**src/rtl/cellbus_pkg.sv**
```systemverilog
package cellbus_pkg;

   localparam int ADDR_W = 5;
   localparam logic [ADDR_W-1:0] NULL_ADDR = '1;

   typedef enum logic [0:0] {
      SQ_IDLE,
      SQ_SEND
   } seq_state_e;

   typedef enum logic [1:0] {
      PL_IDLE,
      PL_SCAN,
      PL_PICK,
      PL_HOLD
   } poll_state_e;

endpackage

```
**src/rtl/cellbus_store.sv**
```systemverilog
module cellbus_store #(
   parameter int DATA_W    = 8,
   parameter int BUF_BYTES = 64,
   localparam int IDX_W    = $clog2(BUF_BYTES)
) (
   input  logic              clk,
   input  logic              rst_n,
   input  logic              wr_en,
   input  logic [IDX_W-1:0]  wr_idx,
   input  logic [DATA_W-1:0] wr_data,
   input  logic              wr_commit,
   output logic              wr_sel,
   output logic              wr_ready,
   input  logic [IDX_W-1:0]  rd_idx,
   output logic [DATA_W-1:0] rd_data,
   output logic              rd_ready,
   input  logic              rd_release
);

   localparam int SLOTS = 2;

   logic              wr_ptr_q;
   logic              rd_ptr_q;
   logic              slot_full [SLOTS];
   logic [DATA_W-1:0] slot_q    [SLOTS];
   logic              wr_ok;
   logic              commit_ok;

   assign wr_ready  = !slot_full[wr_ptr_q];
   assign wr_ok     = wr_en && wr_ready;
   assign commit_ok = wr_commit && wr_ready;
   assign wr_sel    = wr_ptr_q;
   assign rd_ready  = slot_full[rd_ptr_q];
   assign rd_data   = slot_q[rd_ptr_q];

   for (genvar b = 0; b < SLOTS; b++) begin : g_slot
      logic [DATA_W-1:0] mem [BUF_BYTES];
      logic              full_q;
      logic              mine_wr;
      logic              mine_rd;

      assign mine_wr = (wr_ptr_q == 1'(b));
      assign mine_rd = (rd_ptr_q == 1'(b));

      always_ff @(posedge clk) begin
         if (wr_ok && mine_wr) begin
            mem[wr_idx] <= wr_data;
         end
      end

      always_ff @(posedge clk) begin
         if (!rst_n) begin
            full_q <= 1'b0;
         end else if (commit_ok && mine_wr) begin
            full_q <= 1'b1;
         end else if (rd_release && mine_rd) begin
            full_q <= 1'b0;
         end
      end

      assign slot_full[b] = full_q;
      assign slot_q[b]    = mem[rd_idx];
   end

   always_ff @(posedge clk) begin
      if (!rst_n) begin
         wr_ptr_q <= 1'b0;
         rd_ptr_q <= 1'b0;
      end else begin
         if (commit_ok) begin
            wr_ptr_q <= !wr_ptr_q;
         end
         if (rd_release) begin
            rd_ptr_q <= !rd_ptr_q;
         end
      end
   end

   // an accepted commit hands the writer the other slot
   a_r2_commit_swaps: assert property (@(posedge clk) disable iff (!rst_n)
      (wr_commit && wr_ready) |=> (wr_sel != $past(wr_sel)));

   // a slot is released only while it holds a cell
   a_r2_release_full: assert property (@(posedge clk) disable iff (!rst_n)
      rd_release |-> rd_ready);

   // a commit into an occupied slot is dropped
   a_r3_blocked_commit: assert property (@(posedge clk) disable iff (!rst_n)
      (wr_commit && !wr_ready) |=> $stable(wr_sel));

endmodule

```
**src/rtl/cellbus_poll.sv**
```systemverilog
module cellbus_poll
   import cellbus_pkg::*;
#(
   parameter int NUM_PHY = 6
) (
   input  logic              clk,
   input  logic              rst_n,
   input  logic              enable,
   input  logic              poll_req,
   input  logic              seq_busy,
   input  logic              tx_clav,
   output logic [ADDR_W-1:0] tx_addr,
   output logic              pick
);

   poll_state_e       st_q;
   logic [ADDR_W-1:0] addr_q;
   logic [ADDR_W-1:0] start_q;
   logic [ADDR_W-1:0] addr_inc;

   if (NUM_PHY == 1) begin : g_one
      assign addr_inc = '0;
   end else begin : g_wrap
      assign addr_inc = (addr_q == ADDR_W'(NUM_PHY - 1)) ? '0 : addr_q + 1'b1;
   end

   always_ff @(posedge clk) begin
      if (!rst_n) begin
         st_q    <= PL_IDLE;
         addr_q  <= NULL_ADDR;
         start_q <= '0;
      end else begin
         case (st_q)
            PL_IDLE: begin
               addr_q <= NULL_ADDR;
               if (enable && poll_req) begin
                  st_q   <= PL_SCAN;
                  addr_q <= start_q;
               end
            end
            PL_SCAN: begin
               if (tx_clav) begin
                  st_q    <= PL_PICK;
                  start_q <= addr_inc;
               end else begin
                  addr_q <= addr_inc;
               end
            end
            PL_PICK: begin
               st_q   <= PL_HOLD;
               addr_q <= NULL_ADDR;
            end
            PL_HOLD: begin
               if (!seq_busy) begin
                  st_q <= PL_IDLE;
               end
            end
            default: begin
               st_q   <= PL_IDLE;
               addr_q <= NULL_ADDR;
            end
         endcase
      end
   end

   assign tx_addr = addr_q;
   assign pick    = (st_q == PL_PICK);

   // a ready answer keeps the address for one selection cycle
   a_r9_pick_hold: assert property (@(posedge clk) disable iff (!rst_n)
      (st_q == PL_SCAN && tx_clav) |=> (pick && $stable(tx_addr)));

endmodule

```
**src/rtl/cellbus_seq.sv**
```systemverilog
module cellbus_seq
   import cellbus_pkg::*;
#(
   parameter int DATA_W     = 8,
   parameter int CELL_BYTES = 53,
   parameter int IDX_W      = 6,
   localparam int CNT_W     = $clog2(CELL_BYTES + 1)
) (
   input  logic              clk,
   input  logic              rst_n,
   input  logic              multi,
   input  logic              octet_req,
   input  logic              cell_ready,
   input  logic              tx_clav,
   input  logic              pick,
   input  logic [DATA_W-1:0] rd_data,
   output logic [IDX_W-1:0]  rd_idx,
   output logic              rd_release,
   output logic              busy,
   output logic              poll_req,
   output logic [DATA_W-1:0] tx_data,
   output logic              tx_soc,
   output logic              tx_enb_n
);

   localparam logic [CNT_W-1:0] LAST = CNT_W'(CELL_BYTES);

   seq_state_e        st_q;
   logic [CNT_W-1:0]  cnt_q;
   logic [DATA_W-1:0] data_q;
   logic              soc_q;
   logic              enb_n_q;
   logic              octet_eff;
   logic              start;
   logic              step;

   assign octet_eff  = octet_req && !multi;
   assign start      = (st_q == SQ_IDLE) && cell_ready && (multi ? pick : tx_clav);
   assign step       = !octet_eff || tx_clav;
   assign rd_idx     = IDX_W'(cnt_q);
   assign rd_release = (st_q == SQ_SEND) && (cnt_q == LAST);
   assign busy       = (st_q == SQ_SEND);
   assign poll_req   = (st_q == SQ_IDLE) && cell_ready && multi;

   always_ff @(posedge clk) begin
      if (!rst_n) begin
         st_q    <= SQ_IDLE;
         cnt_q   <= '0;
         data_q  <= '0;
         soc_q   <= 1'b0;
         enb_n_q <= 1'b1;
      end else begin
         case (st_q)
            SQ_IDLE: begin
               soc_q   <= 1'b0;
               enb_n_q <= 1'b1;
               cnt_q   <= '0;
               if (start) begin
                  st_q    <= SQ_SEND;
                  data_q  <= rd_data;
                  soc_q   <= 1'b1;
                  enb_n_q <= 1'b0;
                  cnt_q   <= CNT_W'(1);
               end
            end
            SQ_SEND: begin
               soc_q <= 1'b0;
               if (cnt_q == LAST) begin
                  st_q    <= SQ_IDLE;
                  enb_n_q <= 1'b1;
                  cnt_q   <= '0;
               end else if (step) begin
                  data_q  <= rd_data;
                  enb_n_q <= 1'b0;
                  cnt_q   <= cnt_q + 1'b1;
               end else begin
                  enb_n_q <= 1'b1;
               end
            end
            default: begin
               st_q    <= SQ_IDLE;
               enb_n_q <= 1'b1;
            end
         endcase
      end
   end

   assign tx_data  = data_q;
   assign tx_soc   = soc_q;
   assign tx_enb_n = enb_n_q;

   // the start strobe only marks a transferred byte
   a_r4_soc_enabled: assert property (@(posedge clk) disable iff (!rst_n)
      tx_soc |-> !tx_enb_n);

   // in per-cell handshake an unfinished burst never pauses
   a_r5_burst_unbroken: assert property (@(posedge clk) disable iff (!rst_n)
      (!octet_eff && busy && !rd_release) |=> !tx_enb_n);

   // per-byte handshake transfers only after a ready flag
   a_r6_byte_gated: assert property (@(posedge clk) disable iff (!rst_n)
      (octet_eff && !tx_enb_n) |-> $past(tx_clav));

endmodule

```
**src/rtl/cellbus_tx.sv**
```systemverilog
module cellbus_tx
   import cellbus_pkg::*;
#(
   parameter int DATA_W     = 8,
   parameter int BUF_BYTES  = 64,
   parameter int CELL_BYTES = 53,
   parameter int NUM_PHY    = 6,
   localparam int IDX_W     = $clog2(BUF_BYTES)
) (
   input  logic              clk,
   input  logic              rst_n,
   input  logic              multi_phy,
   input  logic              octet_hs,
   input  logic              wr_en,
   input  logic [IDX_W-1:0]  wr_idx,
   input  logic [DATA_W-1:0] wr_data,
   input  logic              wr_commit,
   output logic              wr_sel,
   output logic              wr_ready,
   output logic [DATA_W-1:0] tx_data,
   output logic              tx_soc,
   output logic              tx_enb_n,
   output logic [4:0]        tx_addr,
   input  logic              tx_clav
);

   if (CELL_BYTES < 1 || CELL_BYTES > BUF_BYTES) begin : g_bad_cell
      $error("cellbus_tx: CELL_BYTES must lie in 1..BUF_BYTES");
   end
   if ((1 << IDX_W) != BUF_BYTES) begin : g_bad_buf
      $error("cellbus_tx: BUF_BYTES must be a power of two");
   end
   if (NUM_PHY < 1 || NUM_PHY > 31) begin : g_bad_phy
      $error("cellbus_tx: NUM_PHY must lie in 1..31");
   end
   if (DATA_W < 1) begin : g_bad_data
      $error("cellbus_tx: DATA_W must be positive");
   end

   logic [IDX_W-1:0]  rd_idx;
   logic [DATA_W-1:0] rd_data;
   logic              rd_ready;
   logic              rd_release;
   logic              seq_busy;
   logic              poll_req;
   logic              pick;
   logic [ADDR_W-1:0] poll_addr;

   cellbus_store #(
      .DATA_W    (DATA_W),
      .BUF_BYTES (BUF_BYTES)
   ) u_store (
      .clk        (clk),
      .rst_n      (rst_n),
      .wr_en      (wr_en),
      .wr_idx     (wr_idx),
      .wr_data    (wr_data),
      .wr_commit  (wr_commit),
      .wr_sel     (wr_sel),
      .wr_ready   (wr_ready),
      .rd_idx     (rd_idx),
      .rd_data    (rd_data),
      .rd_ready   (rd_ready),
      .rd_release (rd_release)
   );

   cellbus_poll #(
      .NUM_PHY (NUM_PHY)
   ) u_poll (
      .clk      (clk),
      .rst_n    (rst_n),
      .enable   (multi_phy),
      .poll_req (poll_req),
      .seq_busy (seq_busy),
      .tx_clav  (tx_clav),
      .tx_addr  (poll_addr),
      .pick     (pick)
   );

   cellbus_seq #(
      .DATA_W     (DATA_W),
      .CELL_BYTES (CELL_BYTES),
      .IDX_W      (IDX_W)
   ) u_seq (
      .clk        (clk),
      .rst_n      (rst_n),
      .multi      (multi_phy),
      .octet_req  (octet_hs),
      .cell_ready (rd_ready),
      .tx_clav    (tx_clav),
      .pick       (pick),
      .rd_data    (rd_data),
      .rd_idx     (rd_idx),
      .rd_release (rd_release),
      .busy       (seq_busy),
      .poll_req   (poll_req),
      .tx_data    (tx_data),
      .tx_soc     (tx_soc),
      .tx_enb_n   (tx_enb_n)
   );

   assign tx_addr = poll_addr;

   // single-device mode never leaves the null address
   a_r7_single_null: assert property (@(posedge clk) disable iff (!rst_n)
      !multi_phy |-> (tx_addr == NULL_ADDR));

   // only real device numbers or the null value appear
   a_r8_addr_range: assert property (@(posedge clk) disable iff (!rst_n)
      (tx_addr == NULL_ADDR) || (tx_addr < 5'(NUM_PHY)));

   // the enable falls right after a device address was held
   a_r9_select_before_send: assert property (@(posedge clk) disable iff (!rst_n)
      (multi_phy && $fell(tx_enb_n)) |-> ($past(tx_addr) != NULL_ADDR));

   // the address bus rests at null during a multi-device transfer
   a_r10_null_in_burst: assert property (@(posedge clk) disable iff (!rst_n)
      (multi_phy && !tx_enb_n) |-> (tx_addr == NULL_ADDR));

endmodule

```
**config.mk**
```make
export PLATFORM = sky130hd
export DESIGN_NAME = cellbus_tx
export DESIGN_NICKNAME = d
export VERILOG_FILES = /design/src/rtl/cellbus_pkg.sv /design/src/rtl/cellbus_store.sv /design/src/rtl/cellbus_poll.sv /design/src/rtl/cellbus_seq.sv /design/src/rtl/cellbus_tx.sv
export SDC_FILE = /design/constraint.sdc
export NUM_CORES = 1
export LEC_CHECK = 0
export BUFFER_PORTS_ARGS = -buffer_cell sky130_fd_sc_hd__buf_2
export CAP_MARGIN = 20
export CORE_MARGIN = 10
export CORE_UTILIZATION = 36
export CTS_CLUSTER_SIZE = 28
export DETAILED_ROUTE_END_ITERATION = 10
export GPL_TIMING_DRIVEN = 0
export PLACE_DENSITY = 0.6
export SLEW_MARGIN = 20
export SYNTH_ARGS = -nofsm -noshare
export SYNTH_HDL_FRONTEND = slang
export SYNTH_SLANG_ARGS = --single-unit
```
**constraint.sdc**
```tcl
create_clock -name clk -period 4.6 [get_ports clk]
set_input_delay 0.46 -clock clk [delete_from_list [all_inputs] [get_ports clk]]
set_output_delay 0.46 -clock clk [all_outputs]
set_load 0.05 [all_outputs]
```
=== After elaboration in Yosys (flattened, before gate mapping) ===
Memories as Yosys holds them, arrays and structs flattened. A register that Yosys moved wholly into a read port is not among the register bits.
Index checks and enable logic that the tools add are counted.

* Input bits: 21
* Logic and storage cells: 110
* Bits in writable memories: 1024
* Output and inout bits: 17
* Memories kept: 2
* Register bits: 33
* Memory bits (read-only): 0
* Latch bits: 0

{| class="wikitable"
|+ Memories
! memory !! depth !! width !! read ports !! clocked after memory_dff !! write ports !! RTL line !! RTL
|-
| u_store.g_slot[0].mem || 64 || 8 || 1 || 1 || 1 || cellbus_store.sv:37 || <nowiki>logic [DATA_W-1:0] mem [BUF_BYTES];</nowiki>
|-
| u_store.g_slot[1].mem || 64 || 8 || 1 || 1 || 1 || cellbus_store.sv:37 ||
|}

* Multiply operators: 0
* Eq/ne operators: 13
* $lt $le $gt $ge: 2
* Reductions and logical operators: 28
* Divide/modulo/power cells: 0
* Muxes and demuxes: 46
* Shift operators: 0
* Bitwise logic cells: 5
* Add/sub/neg operators: 2

{| class="wikitable"
|+ Operator list
! kind !! count
|-
| $mux W8 || 6
|-
| $mux W6 || 6
|-
| $mux W1 || 21
|-
| $pmux W8 S2 || 1
|-
| $mux W5 || 3
|-
| $pmux W5 S3 || 1
|-
| $logic_and A1 B1 Y1 || 14
|-
| $pmux W6 S2 || 1
|-
| $ne A2 B2 Y1 const B || 5
|-
| $pmux W2 S4 || 1
|-
| $add A6 B1 Y6 const B || 1
|-
| $eq A6 B6 Y1 const B || 1
|-
| $mux W2 || 3
|-
| $pmux W1 S2 || 3
|-
| $reduce_and A3 Y1 || 2
|-
| $add A5 B1 Y5 const B || 1
|-
| $eq A5 B3 Y1 const B || 1
|-
| $logic_not A1 Y1 || 5
|-
| $eq A2 B2 Y1 const B || 2
|-
| $ge A2 B2 Y1 const B || 2
|-
| $ne A2 B1 Y1 const B || 2
|-
| $not A1 Y2 || 2
|-
| $reduce_and A2 Y1 || 2
|-
| $reduce_bool A2 Y1 || 2
|-
| other kinds (6) || 8
|}

=== Logic depth before layout (Yosys ltp) ===
* Depth after elaboration: 10
* Gate-level depth with buffers: 11
* Depth with buffers taken out: 8

=== Hierarchy ===
Synthesis repeated with hierarchy kept, for this count alone.

* Cells, all modules: 1802
* Area, all modules: 41085.7 um2

{| class="wikitable"
|+ By module, submodules not included
! module !! sequential area each (um2) !! instances !! cells each !! area an instance (um2)
|-
| cellbus_store || 30829.6 || 1 || 1639 || 39629.3
|-
| cellbus_seq || 340.3 || 1 || 81 || 758.2
|-
| cellbus_poll || 240.2 || 1 || 82 || 698.2
|}

=== Worst setup path after synthesis ===
Ideal clock, no wire load.

* Path type: input -> register
* Start point: in wr_idx[1]
* End point: mem u_store.g_slot[1].mem[58][0] (enable)
* Buffers on the path: 3
* Slack: 2.370 ns
* Setup time: 0.371 ns
* Data arrival time: 1.860 ns
* Stages on the path: 5
* Cell sequence: clkbuf_1 or3b_2 clkbuf_1 clkbuf_1 nor2_1

{| class="wikitable"
|+ RTL lines
! item !! RTL line !! RTL
|-
| start: declaration || cellbus_tx.sv:15 || <nowiki>input logic [IDX_W-1:0] wr_idx,</nowiki>
|-
| end: declaration || cellbus_store.sv:37 ||
|}

No word-level cell before the write port.

==> load_flow_metrics.sql <==
INSERT INTO impl_metrics (metric_group, metric, value, unit) VALUES
('outcome', 'status', 'finished clean', ''),
('floorplanning', 'dieArea', '130000', 'sq um'),
('timing', 'fmax', '272', 'MHz'),
('final_layout', 'nets', '2262', ''),
('synthesis', 'synth_edf_count', '1024', ''),
('grt', 'grt_max_degree', '93', ''),
('clock_network', 'clkTransAtPathRegs', '0.07', 'ns'),
('pwr', 'p_leak', '0.0143', 'uW'),
('final_layout', 'antennaDiodeCount', '0', ''),
('floorplanning', 'chipHeight', '360', 'microns'),
('floorplanning', 'start_util', '36.3', '%'),
('clock_network', 'cts.root.buffer_cell', 'clkbuf_16', ''),
('worst_setup_path', 'crit_type', 'flip-flop to flip-flop', ''),
('clock_network', 'ctsResizeCount', '0', ''),
('pwr', 'ir_worst_vdd', '0.287', 'mV'),
('grt', 'grt_util_all_layers', '16.2', '%'),
('synthesis', 'ys_async_sr_fraction', '0', '%'),
('final_layout', 'fin_util', '41.4', '%'),
('route', 'route.detailed.wl_per_inst', '28.1', 'microns'),
('timing', 'clock_skew', '0.0367', 'ns'),
('placed_design', 'place.port_buffers', '32', ''),
('grt', 'global_route_wire_length_before_repair', '155000', 'microns'),
('floorplanning', 'boundaryPins', '38', ''),
('final_layout', 'post_route_cells_drive_above_1_share', '21.8', '%'),
('worst_setup_path', 'crit_fanout', '10', ''),
('clock_network', 'cts_num_sinks', '1063', ''),
('clock_network', 'clock_tree_from_tritoncts', 'yes', ''),
('floorplanning', 'standard_cell_rows', '124', ''),
('clock_network', 'clk_latency', '0.69', 'ns'),
('worst_setup_path', 'crit-reg2reg-capture', 'u_seq.tx_data[3]', ''),
('worst_hold_path', 'min_delay_path_class', 'input port to flip-flop', ''),
('clock_network', 'largest_buffer_count_on_any_clock_path', '3', ''),
('route', 'route.final.wire_length', '108000', 'microns'),
('clock_network', 'num_cts_buffers', '105', ''),
('route', 'drt_pass1_iterations', '5', ''),
('timing', 'setup_repair_after_global_routing_missed_its_margin', 'false', ''),
('route', 'drt_iter0_drc', '2612', ''),
('timing', 'drv_slew', '0', ''),
('synthesis', 'netlist-cell-type-count', '63', ''),
('floorplanning', 'die_w', '360', 'microns'),
('route', 'ant_nets', '0', ''),
('placed_design', 'placement.cell_area', '44000', 'sq um'),
('worst_setup_path', 'slack_of_the_worst_reg_to_reg_path', '0.92', 'ns'),
('final_layout', 'final_cell_mix', '1,024 x edfxtp_1, 212 x mux4_2, 158 x nor2_1, 129 x mux2i_1, 106 x clkbuf_16', ''),
('pwr', 'power_per_cell_area', '433', 'nW/um^2'),
('timing', 'relSlewSlack', '16.7', '%'),
('worst_hold_path', 'hold_path.startpoint', 'tx_clav', ''),
('synthesis', 'postSynthAreaPerCell', '20.0', 'sq um'),
('synthesis', 'yosys_warnings', '0', ''),
('worst_hold_path', 'end_of_the_worst_hold_path', 'u_poll.start_q[3]', ''),
('timing', 'min_period_over_period', '80.0', '%'),
('synthesis', 'synthesized_net_count', '2115', ''),
('worst_setup_path', 'worstPathArrival', '4.29', 'ns'),
('placed_design', 'place_congestion', '0.927', ''),
('grt', 'antenna_found_initial', '2', ''),
('placed_design', 'hpwlAfterDp', '72700', 'microns'),
('job', 'cap_viol_max_count', '0', ''),
('clock_network', 'h_tree_level_count', '3', ''),
('final_layout', 'fillerInstances', '9914', ''),
('timing', 'worst_slack_setup_final', '0.919', 'ns'),
('timing', 'final_hold_viol_count', '0', ''),
('final_layout', 'flow.area_growth_from_synthesis', '14.0', '%'),
('timing', 'tns', '0', 'ns'),
('synthesis', 'fraction_of_the_yosys_area_taken_by_sequential_cells', '75.7', '%'),
('final_layout', 'final_cell_area', '47500', 'sq um'),
('synthesis', 'syn-instance-count', '2085', ''),
('grt', 'overflow_left_after_global_routing', '0', ''),
('worst_setup_path', 'critical_path_required', '5.21', 'ns'),
('timing', 'layout_min_cycle_time', '3.68', 'ns'),
('clock_network', 'cts_setup_buffers', '0', ''),
('timing', 'final_setup_violation_count', '0', '');
==> worst max path at each step <==
stage | to | slack (ns) | cells past startpoint
final | u_seq.tx_data[3] | 0.92 | 9
after global routing | u_seq.tx_data[2] | 0.93 | 9
after CTS | u_seq.tx_data[6] | 1.11 | 9
after detailed placement | u_seq.tx_data[6] | 1.10 | 9
after global placement | u_seq.tx_data[6] | 1.13 | 9
after floorplan | u_store.g_slot[1].mem[58][0] | 2.37 | 5
==> kinds of logic after synthesis <==
family | Yosys count | share of synthesized area (%)
xor+xnor | 7 | 0.147
simple gates | 321 | 3.55
fa+ha+maj | 9 | 0.270
mux | 358 | 15.1
flops | 1063 | 75.7
compound gates | 205 | 3.39
buf+inv | 122 | 1.87
==> registers in the layout, indices dropped and copies added (netlist names), named ones only <==
signal and flops:
u_seq.tx_data 8, u_seq.tx_enb_n 1, u_store.g_slot.full_q 2, u_seq.rd_idx 6
u_poll.start_q 5, u_seq.busy 1, u_poll.tx_addr 5, u_store.g_slot.mem 1024
u_poll.st_q 2, u_store.wr_sel 1, u_store.g_slot.mine_rd 1, u_seq.tx_soc 1
==> Yosys cell counts, drive strengths merged, types with 4 or more instances <==
library cell  instances  area share [%]
edfxtp             1024              74
mux4                213              12
nor2                158             1.4
mux2i               129             3.1
buf                  70             1.4
a22oi                62             1.1
nand2                52            0.47
clkbuf               44            0.40
a21oi                43            0.52
dfxtp                39             1.9
o21ai                33            0.40
nand3                27            0.32
nor2b                17            0.26
mux2                 16            0.43
nor4                 14            0.23
a22o                 13            0.27
o22ai                13            0.20
nor3                 11            0.13
ha                    9            0.27
inv                   8           0.072
a221o                 7            0.17
and2                  7            0.11
nand2b                7            0.11
nand3b                7            0.13
o2111a                6            0.16
o211ai                6            0.11
a211oi                4           0.072
nand4                 4           0.060
xor2                  4           0.084
==> power breakdown <==
part / switching, uW / internal (uW) / leakage, uW
Combinational: 735 / 376 / 0.00302
Sequential: 63.1 / 10700 / 0.00952
Clock: 3670 / 5050 / 0.00174
Total: 4470 / 16100 / 0.0143
==> metrics by stage <==
step | hold WS (ns) | instances | total power, uW
floorplan | 0.444 | 2085 | 11600
global placement | 0.454 | 3629 | 12000
detailed placement | 0.476 | 3637 | 12000
CTS | 0.0872 | 3836 | 20700
global route | 0.126 | 3836 | 21100
finish | 0.115 | 3836 | 20600
==> final cells by class <==
cell class | instances | area, sq um | area share, %
repair buffers | 40 | 423 | 0.890
clock buffers | 127 | 2780 | 5.84
multi-input cells | 900 | 9340 | 19.7
plain buffers | 114 | 754 | 1.59
clock inverters | 72 | 754 | 1.59
well taps | 1512 | 1890 | 3.98
flip-flops and latches | 1063 | 31500 | 66.4
inverters | 8 | 30.0 | 0.0632
==> metal layers <==
metal  GRT usage [%]  part of all wire (%)  vias up
met2            26.9                    49      916
met5               0                0.0065        -
li1                -                     -     8868
met3            3.52                   7.9      177
met4            5.09                   2.9        2
met1            21.2                    41    11400
==> critical path: stages (launching register included) <==
cell and delay [ns]:
dfxtp_1 0.31, buf_2 0.28, buf_2 0.46, buf_4 0.32
buf_2 0.51, buf_4 0.38, mux2i_1 0.16, o21ai_0 0.82
nor4_1 0.12, nor3_1 0.21
Note: power is estimated with default switching activity, not from simulation.
